==> src/rtl/dma2_pkg.sv <==
package dma2_pkg;
    localparam int AW  = 32;
    localparam int DW  = 32;
    localparam int CW  = 19;
    localparam int NCH = 2;
    localparam logic [CW-1:0] MAX_BYTES = 19'h40000;

    typedef enum logic [1:0] {
        UNIT_B = 2'd0,
        UNIT_H = 2'd1,
        UNIT_W = 2'd2,
        UNIT_X = 2'd3
    } unit_e;

    typedef struct packed {
        logic  dir;
        logic  autoreq;
        logic  single;
        logic  burst;
        unit_e unit;
        logic  en;
    } ctrl_t;

    typedef enum logic [2:0] {
        ST_IDLE,
        ST_REQ,
        ST_RD,
        ST_WR,
        ST_ONE
    } st_e;

    function automatic logic [CW-1:0] unit_bytes(unit_e u);
        case (u)
            UNIT_H:  return CW'(2);
            UNIT_W:  return CW'(4);
            default: return CW'(1);
        endcase
    endfunction

    function automatic logic misaligned(unit_e u, logic [1:0] low);
        case (u)
            UNIT_H:  return low[0];
            UNIT_W:  return |low;
            default: return 1'b0;
        endcase
    endfunction

    function automatic logic bad_setup(unit_e u, logic [1:0] s_lo, logic [1:0] d_lo,
                                       logic [CW-1:0] cnt);
        return (u == UNIT_X) || misaligned(u, s_lo) || misaligned(u, d_lo)
            || misaligned(u, cnt[1:0]) || (cnt == '0) || (cnt > MAX_BYTES);
    endfunction
endpackage

==> src/rtl/dma2_chan.sv <==
module dma2_chan
    import dma2_pkg::*;
#(
    parameter int A_W = AW,
    parameter int C_W = CW
) (
    input  logic           clk,
    input  logic           rst,
    input  logic           wr_src,
    input  logic           wr_dst,
    input  logic           wr_cnt,
    input  logic           wr_ctrl,
    input  logic [DW-1:0]  wdata,
    input  logic           clr_done,
    input  logic           clr_err,
    input  logic           dreq,
    input  logic           step,
    output logic [A_W-1:0] src,
    output logic [A_W-1:0] dst,
    output logic [C_W-1:0] cnt,
    output ctrl_t          ctrl,
    output logic           ready,
    output logic           last,
    output logic           done,
    output logic           err
);
    ctrl_t          wctrl;
    logic [C_W-1:0] sz;

    assign wctrl = ctrl_t'(wdata[$bits(ctrl_t)-1:0]);
    assign sz    = unit_bytes(ctrl.unit);
    assign last  = (cnt == sz);
    assign ready = ctrl.en && (ctrl.autoreq || dreq);

    always_ff @(posedge clk) begin
        if (rst) begin
            src  <= '0;
            dst  <= '0;
            cnt  <= '0;
            ctrl <= '0;
            done <= 1'b0;
            err  <= 1'b0;
        end else begin
            if (clr_done) done <= 1'b0;
            if (clr_err)  err  <= 1'b0;
            if (wr_src)   src  <= wdata[A_W-1:0];
            if (wr_dst)   dst  <= wdata[A_W-1:0];
            if (wr_cnt)   cnt  <= wdata[C_W-1:0];
            if (wr_ctrl) begin
                ctrl <= wctrl;
                if (wctrl.en && bad_setup(wctrl.unit, src[1:0], dst[1:0], cnt)) begin
                    ctrl.en <= 1'b0;
                    err     <= 1'b1;
                end
            end else if (step) begin
                src <= src + A_W'(sz);
                dst <= dst + A_W'(sz);
                cnt <= cnt - sz;
                if (last) begin
                    ctrl.en <= 1'b0;
                    done    <= 1'b1;
                end
            end
        end
    end
endmodule

==> src/rtl/dma2_arb.sv <==
module dma2_arb
    import dma2_pkg::*;
(
    input  logic [NCH-1:0] ready,
    input  logic           hi_sel,
    output logic           any,
    output logic           pick
);
    assign any = |ready;

    always_comb begin
        if (hi_sel) pick = ready[1] ? 1'b1 : 1'b0;
        else        pick = ready[0] ? 1'b0 : 1'b1;
    end
endmodule

==> src/rtl/dma2_xfer.sv <==
module dma2_xfer
    import dma2_pkg::*;
#(
    parameter int A_W = AW,
    parameter int D_W = DW
) (
    input  logic           clk,
    input  logic           rst,
    input  logic           any,
    input  logic           pick,
    input  logic           bus_gnt,
    input  logic [D_W-1:0] bus_rdata,
    input  logic [A_W-1:0] c_src,
    input  logic [A_W-1:0] c_dst,
    input  unit_e          c_unit,
    input  logic           c_burst,
    input  logic           c_single,
    input  logic           c_dir,
    input  logic           c_last,
    output logic           cur,
    output logic           bus_req,
    output logic           bus_valid,
    output logic           bus_write,
    output logic [A_W-1:0] bus_addr,
    output logic [D_W-1:0] bus_wdata,
    output logic [1:0]     bus_size,
    output logic           unit_done
);
    st_e            st;
    logic [D_W-1:0] hold;

    always_ff @(posedge clk) begin
        if (rst) begin
            st   <= ST_IDLE;
            cur  <= 1'b0;
            hold <= '0;
        end else begin
            case (st)
                ST_IDLE: if (any) begin
                    cur <= pick;
                    st  <= ST_REQ;
                end
                ST_REQ: if (bus_gnt) st <= c_single ? ST_ONE : ST_RD;
                ST_RD: begin
                    hold <= bus_rdata;
                    st   <= ST_WR;
                end
                ST_WR, ST_ONE: begin
                    if (c_burst && !c_last) st <= c_single ? ST_ONE : ST_RD;
                    else                    st <= ST_IDLE;
                end
                default: st <= ST_IDLE;
            endcase
        end
    end

    always_comb begin
        bus_req   = (st != ST_IDLE);
        bus_valid = (st == ST_RD) || (st == ST_WR) || (st == ST_ONE);
        bus_write = (st == ST_WR) || ((st == ST_ONE) && c_dir);
        unit_done = (st == ST_WR) || (st == ST_ONE);
        bus_size  = c_unit;
        bus_wdata = (st == ST_WR) ? hold : '0;
        case (st)
            ST_RD:   bus_addr = c_src;
            ST_WR:   bus_addr = c_dst;
            ST_ONE:  bus_addr = c_dir ? c_dst : c_src;
            default: bus_addr = '0;
        endcase
    end
endmodule

==> src/rtl/dma2_top.sv <==
module dma2_top
    import dma2_pkg::*;
(
    input  logic           clk,
    input  logic           rst,
    input  logic           reg_we,
    input  logic [3:0]     reg_addr,
    input  logic [DW-1:0]  reg_wdata,
    output logic [DW-1:0]  reg_rdata,
    output logic           bus_req,
    input  logic           bus_gnt,
    output logic           bus_valid,
    output logic           bus_write,
    output logic [AW-1:0]  bus_addr,
    output logic [1:0]     bus_size,
    output logic [DW-1:0]  bus_wdata,
    input  logic [DW-1:0]  bus_rdata,
    input  logic [NCH-1:0] dreq,
    output logic [NCH-1:0] dack,
    output logic [NCH-1:0] irq
);
    localparam logic [2:0] F_SRC = 3'd0, F_DST = 3'd1, F_CNT = 3'd2,
                           F_CTL = 3'd3, F_GLB = 3'd4;

    logic [2:0]     fld;
    logic           rch;
    logic           hi_sel;
    logic           any, pick, cur, unit_done;
    logic [AW-1:0]  src_a [NCH];
    logic [AW-1:0]  dst_a [NCH];
    logic [CW-1:0]  cnt_a [NCH];
    ctrl_t          ctl_a [NCH];
    logic [NCH-1:0] ready_v, last_v, done_v, err_v;
    ctrl_t          cur_ctrl;
    logic           cur_last, cur_burst;

    assign fld = reg_addr[2:0];
    assign rch = reg_addr[3];

    always_ff @(posedge clk) begin
        if (rst)                        hi_sel <= 1'b0;
        else if (reg_we && fld == F_GLB) hi_sel <= reg_wdata[0];
    end

    for (genvar i = 0; i < NCH; i++) begin : g_ch
        logic sel;
        assign sel = reg_we && (rch == 1'(i));
        dma2_chan u_chan (
            .clk     (clk),
            .rst     (rst),
            .wr_src  (sel && fld == F_SRC),
            .wr_dst  (sel && fld == F_DST),
            .wr_cnt  (sel && fld == F_CNT),
            .wr_ctrl (sel && fld == F_CTL),
            .wdata   (reg_wdata),
            .clr_done(reg_we && fld == F_GLB && reg_wdata[8+i]),
            .clr_err (reg_we && fld == F_GLB && reg_wdata[10+i]),
            .dreq    (dreq[i]),
            .step    (unit_done && cur == 1'(i)),
            .src     (src_a[i]),
            .dst     (dst_a[i]),
            .cnt     (cnt_a[i]),
            .ctrl    (ctl_a[i]),
            .ready   (ready_v[i]),
            .last    (last_v[i]),
            .done    (done_v[i]),
            .err     (err_v[i])
        );
        assign dack[i] = bus_valid && (cur == 1'(i));
        assign irq[i]  = done_v[i];
    end

    dma2_arb u_arb (
        .ready (ready_v),
        .hi_sel(hi_sel),
        .any   (any),
        .pick  (pick)
    );

    assign cur_ctrl  = ctl_a[cur];
    assign cur_last  = last_v[cur];
    assign cur_burst = cur_ctrl.burst;

    dma2_xfer u_xfer (
        .clk      (clk),
        .rst      (rst),
        .any      (any),
        .pick     (pick),
        .bus_gnt  (bus_gnt),
        .bus_rdata(bus_rdata),
        .c_src    (src_a[cur]),
        .c_dst    (dst_a[cur]),
        .c_unit   (cur_ctrl.unit),
        .c_burst  (cur_ctrl.burst),
        .c_single (cur_ctrl.single),
        .c_dir    (cur_ctrl.dir),
        .c_last   (cur_last),
        .cur      (cur),
        .bus_req  (bus_req),
        .bus_valid(bus_valid),
        .bus_write(bus_write),
        .bus_addr (bus_addr),
        .bus_wdata(bus_wdata),
        .bus_size (bus_size),
        .unit_done(unit_done)
    );

    always_comb begin
        case (fld)
            F_SRC:   reg_rdata = src_a[rch];
            F_DST:   reg_rdata = dst_a[rch];
            F_CNT:   reg_rdata = {{(DW-CW){1'b0}}, cnt_a[rch]};
            F_CTL:   reg_rdata = {{(DW-$bits(ctrl_t)){1'b0}}, ctl_a[rch]};
            F_GLB:   reg_rdata = {20'b0, err_v, done_v, 7'b0, hi_sel};
            default: reg_rdata = '0;
        endcase
    end
endmodule

==> config.mk <==
export PLATFORM = sky130hd
export DESIGN_NAME = dma2_top
export DESIGN_NICKNAME = d
export VERILOG_FILES = /design/src/rtl/dma2_pkg.sv /design/src/rtl/dma2_chan.sv /design/src/rtl/dma2_arb.sv /design/src/rtl/dma2_xfer.sv /design/src/rtl/dma2_top.sv
export SDC_FILE = /design/constraint.sdc
export NUM_CORES = 1
export LEC_CHECK = 0
export BUFFER_PORTS_ARGS = -buffer_cell sky130_fd_sc_hd__clkbuf_2
export CELL_PAD_IN_SITES_DETAIL_PLACEMENT = 1
export CELL_PAD_IN_SITES_GLOBAL_PLACEMENT = 2
export CORE_AREA = 2 2 250 203
export CTS_CLUSTER_SIZE = 10
export DETAILED_ROUTE_END_ITERATION = 8
export DIE_AREA = 0 0 252 205
export PLACE_DENSITY_LB_ADDON = 0.1
export SETUP_SLACK_MARGIN = 0.02
export SYNTH_ARGS = -nofsm -noshare
export SYNTH_HDL_FRONTEND = slang
export SYNTH_SLANG_ARGS = --single-unit
==> constraint.sdc <==
create_clock -name clk -period 2.95 [get_ports clk]
set_input_delay 0.7375 -clock clk [delete_from_list [all_inputs] [get_ports clk]]
set_output_delay 0.7375 -clock clk [all_outputs]
set_load 0.005 [all_outputs]
==> flow_summary_export.csv <==
group,metric,value,unit
grt,grt_pass1_vias,17486,
logic_synthesis,ys_ff_latch,221,
logic_synthesis,synth_xor_xnor_area_share,3.27,%
logic_synthesis,synth_compound_area_share,26.3,%
detailed_routing,drt_first_pass_iters,7,
die,die_w,252,µm
logic_synthesis,syn_nets,2108,
worst_setup_path,crit_type,"reg -> out",
logic_synthesis,synthFlopType,"dfxtp_1",
placement,dp_hpwl,63300,µm
sta,setup_viol,2,
worst_setup_path,reg2reg_depth,9,
power_and_ir_drop,clkPwrFrac,49.9,%
logic_synthesis,synthAdderAreaFrac,2.30,%
grt,grt_first_pass_wirelength,121000,µm
job,cap_violations,0,
logic_synthesis,syn_avg_cell_area,7.74,µm²
finish,layout_commonest_cell,"nand2_1",
die,start_util,31.7,%
placement,dp_cells,2809,
finish,drive_gt1_share,22.5,%
sta,worstMarginPinSlew,1.02,ns
sta,whs,0.374,ns
detailed_routing,num_vias,17894,
logic_synthesis,synth-edff-count,0,
sta,fin_skew,0.0183,ns
logic_synthesis,synth_top_family_by_area,"compound AO/OA/AOI/OAI gates",
logic_synthesis,syn-cell-area,15600,µm²
clock_network,htree_num_levels,1,
power_and_ir_drop,p_sw_share,27.2,%
power_and_ir_drop,powerDensity,397,nW/µm²
placement,io_buffers,178,
logic_synthesis,synth_simple_gate_area_share,23.9,%
worst_setup_path,regToRegSetupSlack,0.14,ns
detailed_routing,wl,84600,µm
finish,final_cell_mix,"nand2_1, dfxtp_1, clkbuf_2",
worst_setup_path,reg2reg_to,"g_ch[1].u_chan.cnt[16]",
outcome,failed_checks,"negative setup slack",
finish,nets,2311,
clock_network,cts_max_path_buffers,3,
outcome,outcome,"finished, violations left",
power_and_ir_drop,switching_power,2.10,mW
logic_synthesis,synth_warnings,0,
worst_setup_path,required,2.21,ns
die,pin_count,179,
finish,seq_area,4430,µm²
sta,fin_crit_sh,100,%
clock_network,cts_hold_buf,0,
sta,drv_slew,0,
placement,gp_congestion,0.934,
die,core-area,49100,µm²
detailed_routing,post_drt_wl_per_cell,29.5,µm
worst_setup_path,endpoint,"bus_addr[2]",
power_and_ir_drop,p_leak,6.75,nW
clock_network,tritoncts,"yes",
power_and_ir_drop,combPwrFrac,9.8,%
logic_synthesis,seq_area_frac_synth,28.4,%
power_and_ir_drop,p_int,5.61,mW
die,num_rows,73,
finish,finalInstanceArea,19400,µm²
clock_network,clk_latency,0.58,ns
sta,worst_slack,-0.00703,ns
logic_synthesis,synthMuxAreaShare,9.76,%
finish,multi_input_area,10500,µm²
sta,hold_violations,0,
worst_setup_path,cp-startpoint,"u_xfer.cur",
die,fp.dieH,205,µm
clock_network,cts_buffers,30,
sta,slew_headroom,32.1,%
worst_setup_path,timing.rr.start,"g_ch[1].u_chan.ctrl[1]",
grt,antenna_found_initial,4,
finish,finalNonFillerCells,2870,
min_path,hold_class,"in -> reg",
sta,rsz0062_at_grt,"yes",
placement,dpl-instance-area,18000,µm²
logic_synthesis,synth-async-reset-ratio,0,%
grt,gr-total-overflow,0,
detailed_routing,viasPerCell,6.23,
detailed_routing,drt_iter0_drc,1644,
grt,grt_use_total,31.6,%
logic_synthesis,synth_cell_types,92,
worst_setup_path,crit_path_end_kind,"output port",
power_and_ir_drop,ir_worst_vdd,434,µV
logic_synthesis,postSynthCellCount,2009,
clock_network,clockRootBuffer,"clkbuf_16",
finish,fin_util,39.6,%
sta,setup_tns,-0.0124,ns
clock_network,clk_pin_slew_worst_paths,0.06,ns
die,die_area,51700,µm²
detailed_routing,ant_nets,0,
power_and_ir_drop,seqPwrFrac,40.2,%
sta,fmax,0.338,GHz
finish,area_delta_synth_final,25.0,%
worst_setup_path,cp.arrival,2.22,ns
worst_setup_path,worstPathMaxFanout,6,
clock_network,cts.sinks,221,
worst_setup_path,critPathLaunchType,"flop",
sta,fin_crit,2.96,ns
grt,grt_max_degree,81,
finish,fillCellCount,5873,
detailed_routing,route.detailed.drc,0,
[metrics by stage]
stage	setup WS, ns	power [mW]
after detailed placement	-0.102	3.89
after global routing	-0.0620	7.93
after global placement	-0.0114	3.88
after floorplan	0.0503	3.48
after CTS	-0.0130	7.76
final	-0.00703	7.71
[layer usage]
metal | track usage, % | share of wire [%] | wire [µm] | vias up
li1 | - | - | - | 8034
met1 | 45.6 | 46 | 39000 | 9051
met2 | 45.4 | 41 | 35000 | 687
met3 | 9.59 | 9.9 | 8400 | 120
met4 | 7.97 | 2.6 | 2210 | 2
met5 | 0 | 0.011 | 9 | -
[worst min path at each step]
stage | from | endpoint | slack, ns | depth (start not counted)
5_1_grt | bus_rdata[5] | u_xfer.hold[5] | 0.38 | 3
3_3_place_gp | u_xfer.hold[20] | u_xfer.hold[20] | 0.44 | 2
6_report | bus_rdata[11] | u_xfer.hold[11] | 0.37 | 3
2_1_floorplan | u_xfer.hold[0] | u_xfer.hold[0] | 0.43 | 2
3_5_place_dp | u_xfer.hold[19] | u_xfer.hold[19] | 0.45 | 2
4_1_cts | bus_rdata[11] | u_xfer.hold[11] | 0.35 | 3
[critical path: stages (launching register included)]
cell and delay, ns:
dfxtp_4 0.38, mux2i_4 0.27, nor2_4 0.10, nor2_2 0.49
o22ai_1 0.24, clkbuf_2 0.16
[Yosys cell counts (all sizes together), types with 43 or more instances]
library cell / count / area, µm²
nand3: 55 / 275
o22ai: 82 / 513
o21ai: 84 / 420
nand2: 234 / 881
a22oi: 62 / 465
nor3: 45 / 225
clkbuf: 123 / 467
nand4: 52 / 332
mux2i: 119 / 1190
a21oi: 159 / 800
and2: 44 / 275
dfxtp: 221 / 4420
nor4: 43 / 290
nor2: 107 / 407
buf: 63 / 312
inv: 44 / 165
[area by class of cell]
cell class | count | area share, %
Sequential cell | 221 | 22.8
Clock inverter | 6 | 0.431
Multi-Input combinational cell | 1560 | 54.0
Tap cell | 637 | 4.10
Clock buffer | 45 | 4.83
Inverter | 44 | 0.849
Timing Repair Buffer | 355 | 12.9
Antenna cell | 2 | 0.0257
[kinds of logic (layout without fill, tap and decap cells)]
kind of cell / Yosys count / in the layout
compound gates: 614 / 614
xor+xnor: 58 / 58
fa+ha+maj: 25 / 25
buf+inv: 230 / 450
flops: 221 / 221
mux: 140 / 140
other cells: 0 / 2
simple gates: 721 / 723
[flip-flops by register name, indices dropped and copies added (netlist names), 2 cells and up]
register / flops
g_ch.u_chan.dst: 64
g_ch.u_chan.err: 2
g_ch.u_chan.src: 64
g_ch.u_chan.cnt: 38
g_ch.u_chan.done: 2
g_ch.u_chan.ctrl: 14
u_xfer.hold: 32
u_xfer.st: 3
[what timing repair did]
item,in CTS,in global routing
pin swaps,2,10
gates resized for setup,22,48
gates cloned,1,3
buffers inserted,1,3
setup endpoints to repair,33,63
[power by group through the flow]
stage,sequential [mW],clock (mW),combinational (mW)
2_1_floorplan,3.12,0,0.366
3_3_place_gp,3.16,0,0.723
3_5_place_dp,3.16,0,0.728
4_1_cts,3.10,3.93,0.732
5_1_grt,3.10,4.02,0.800
6_report,3.10,3.85,0.759
(Power assumes the default switching activity.)
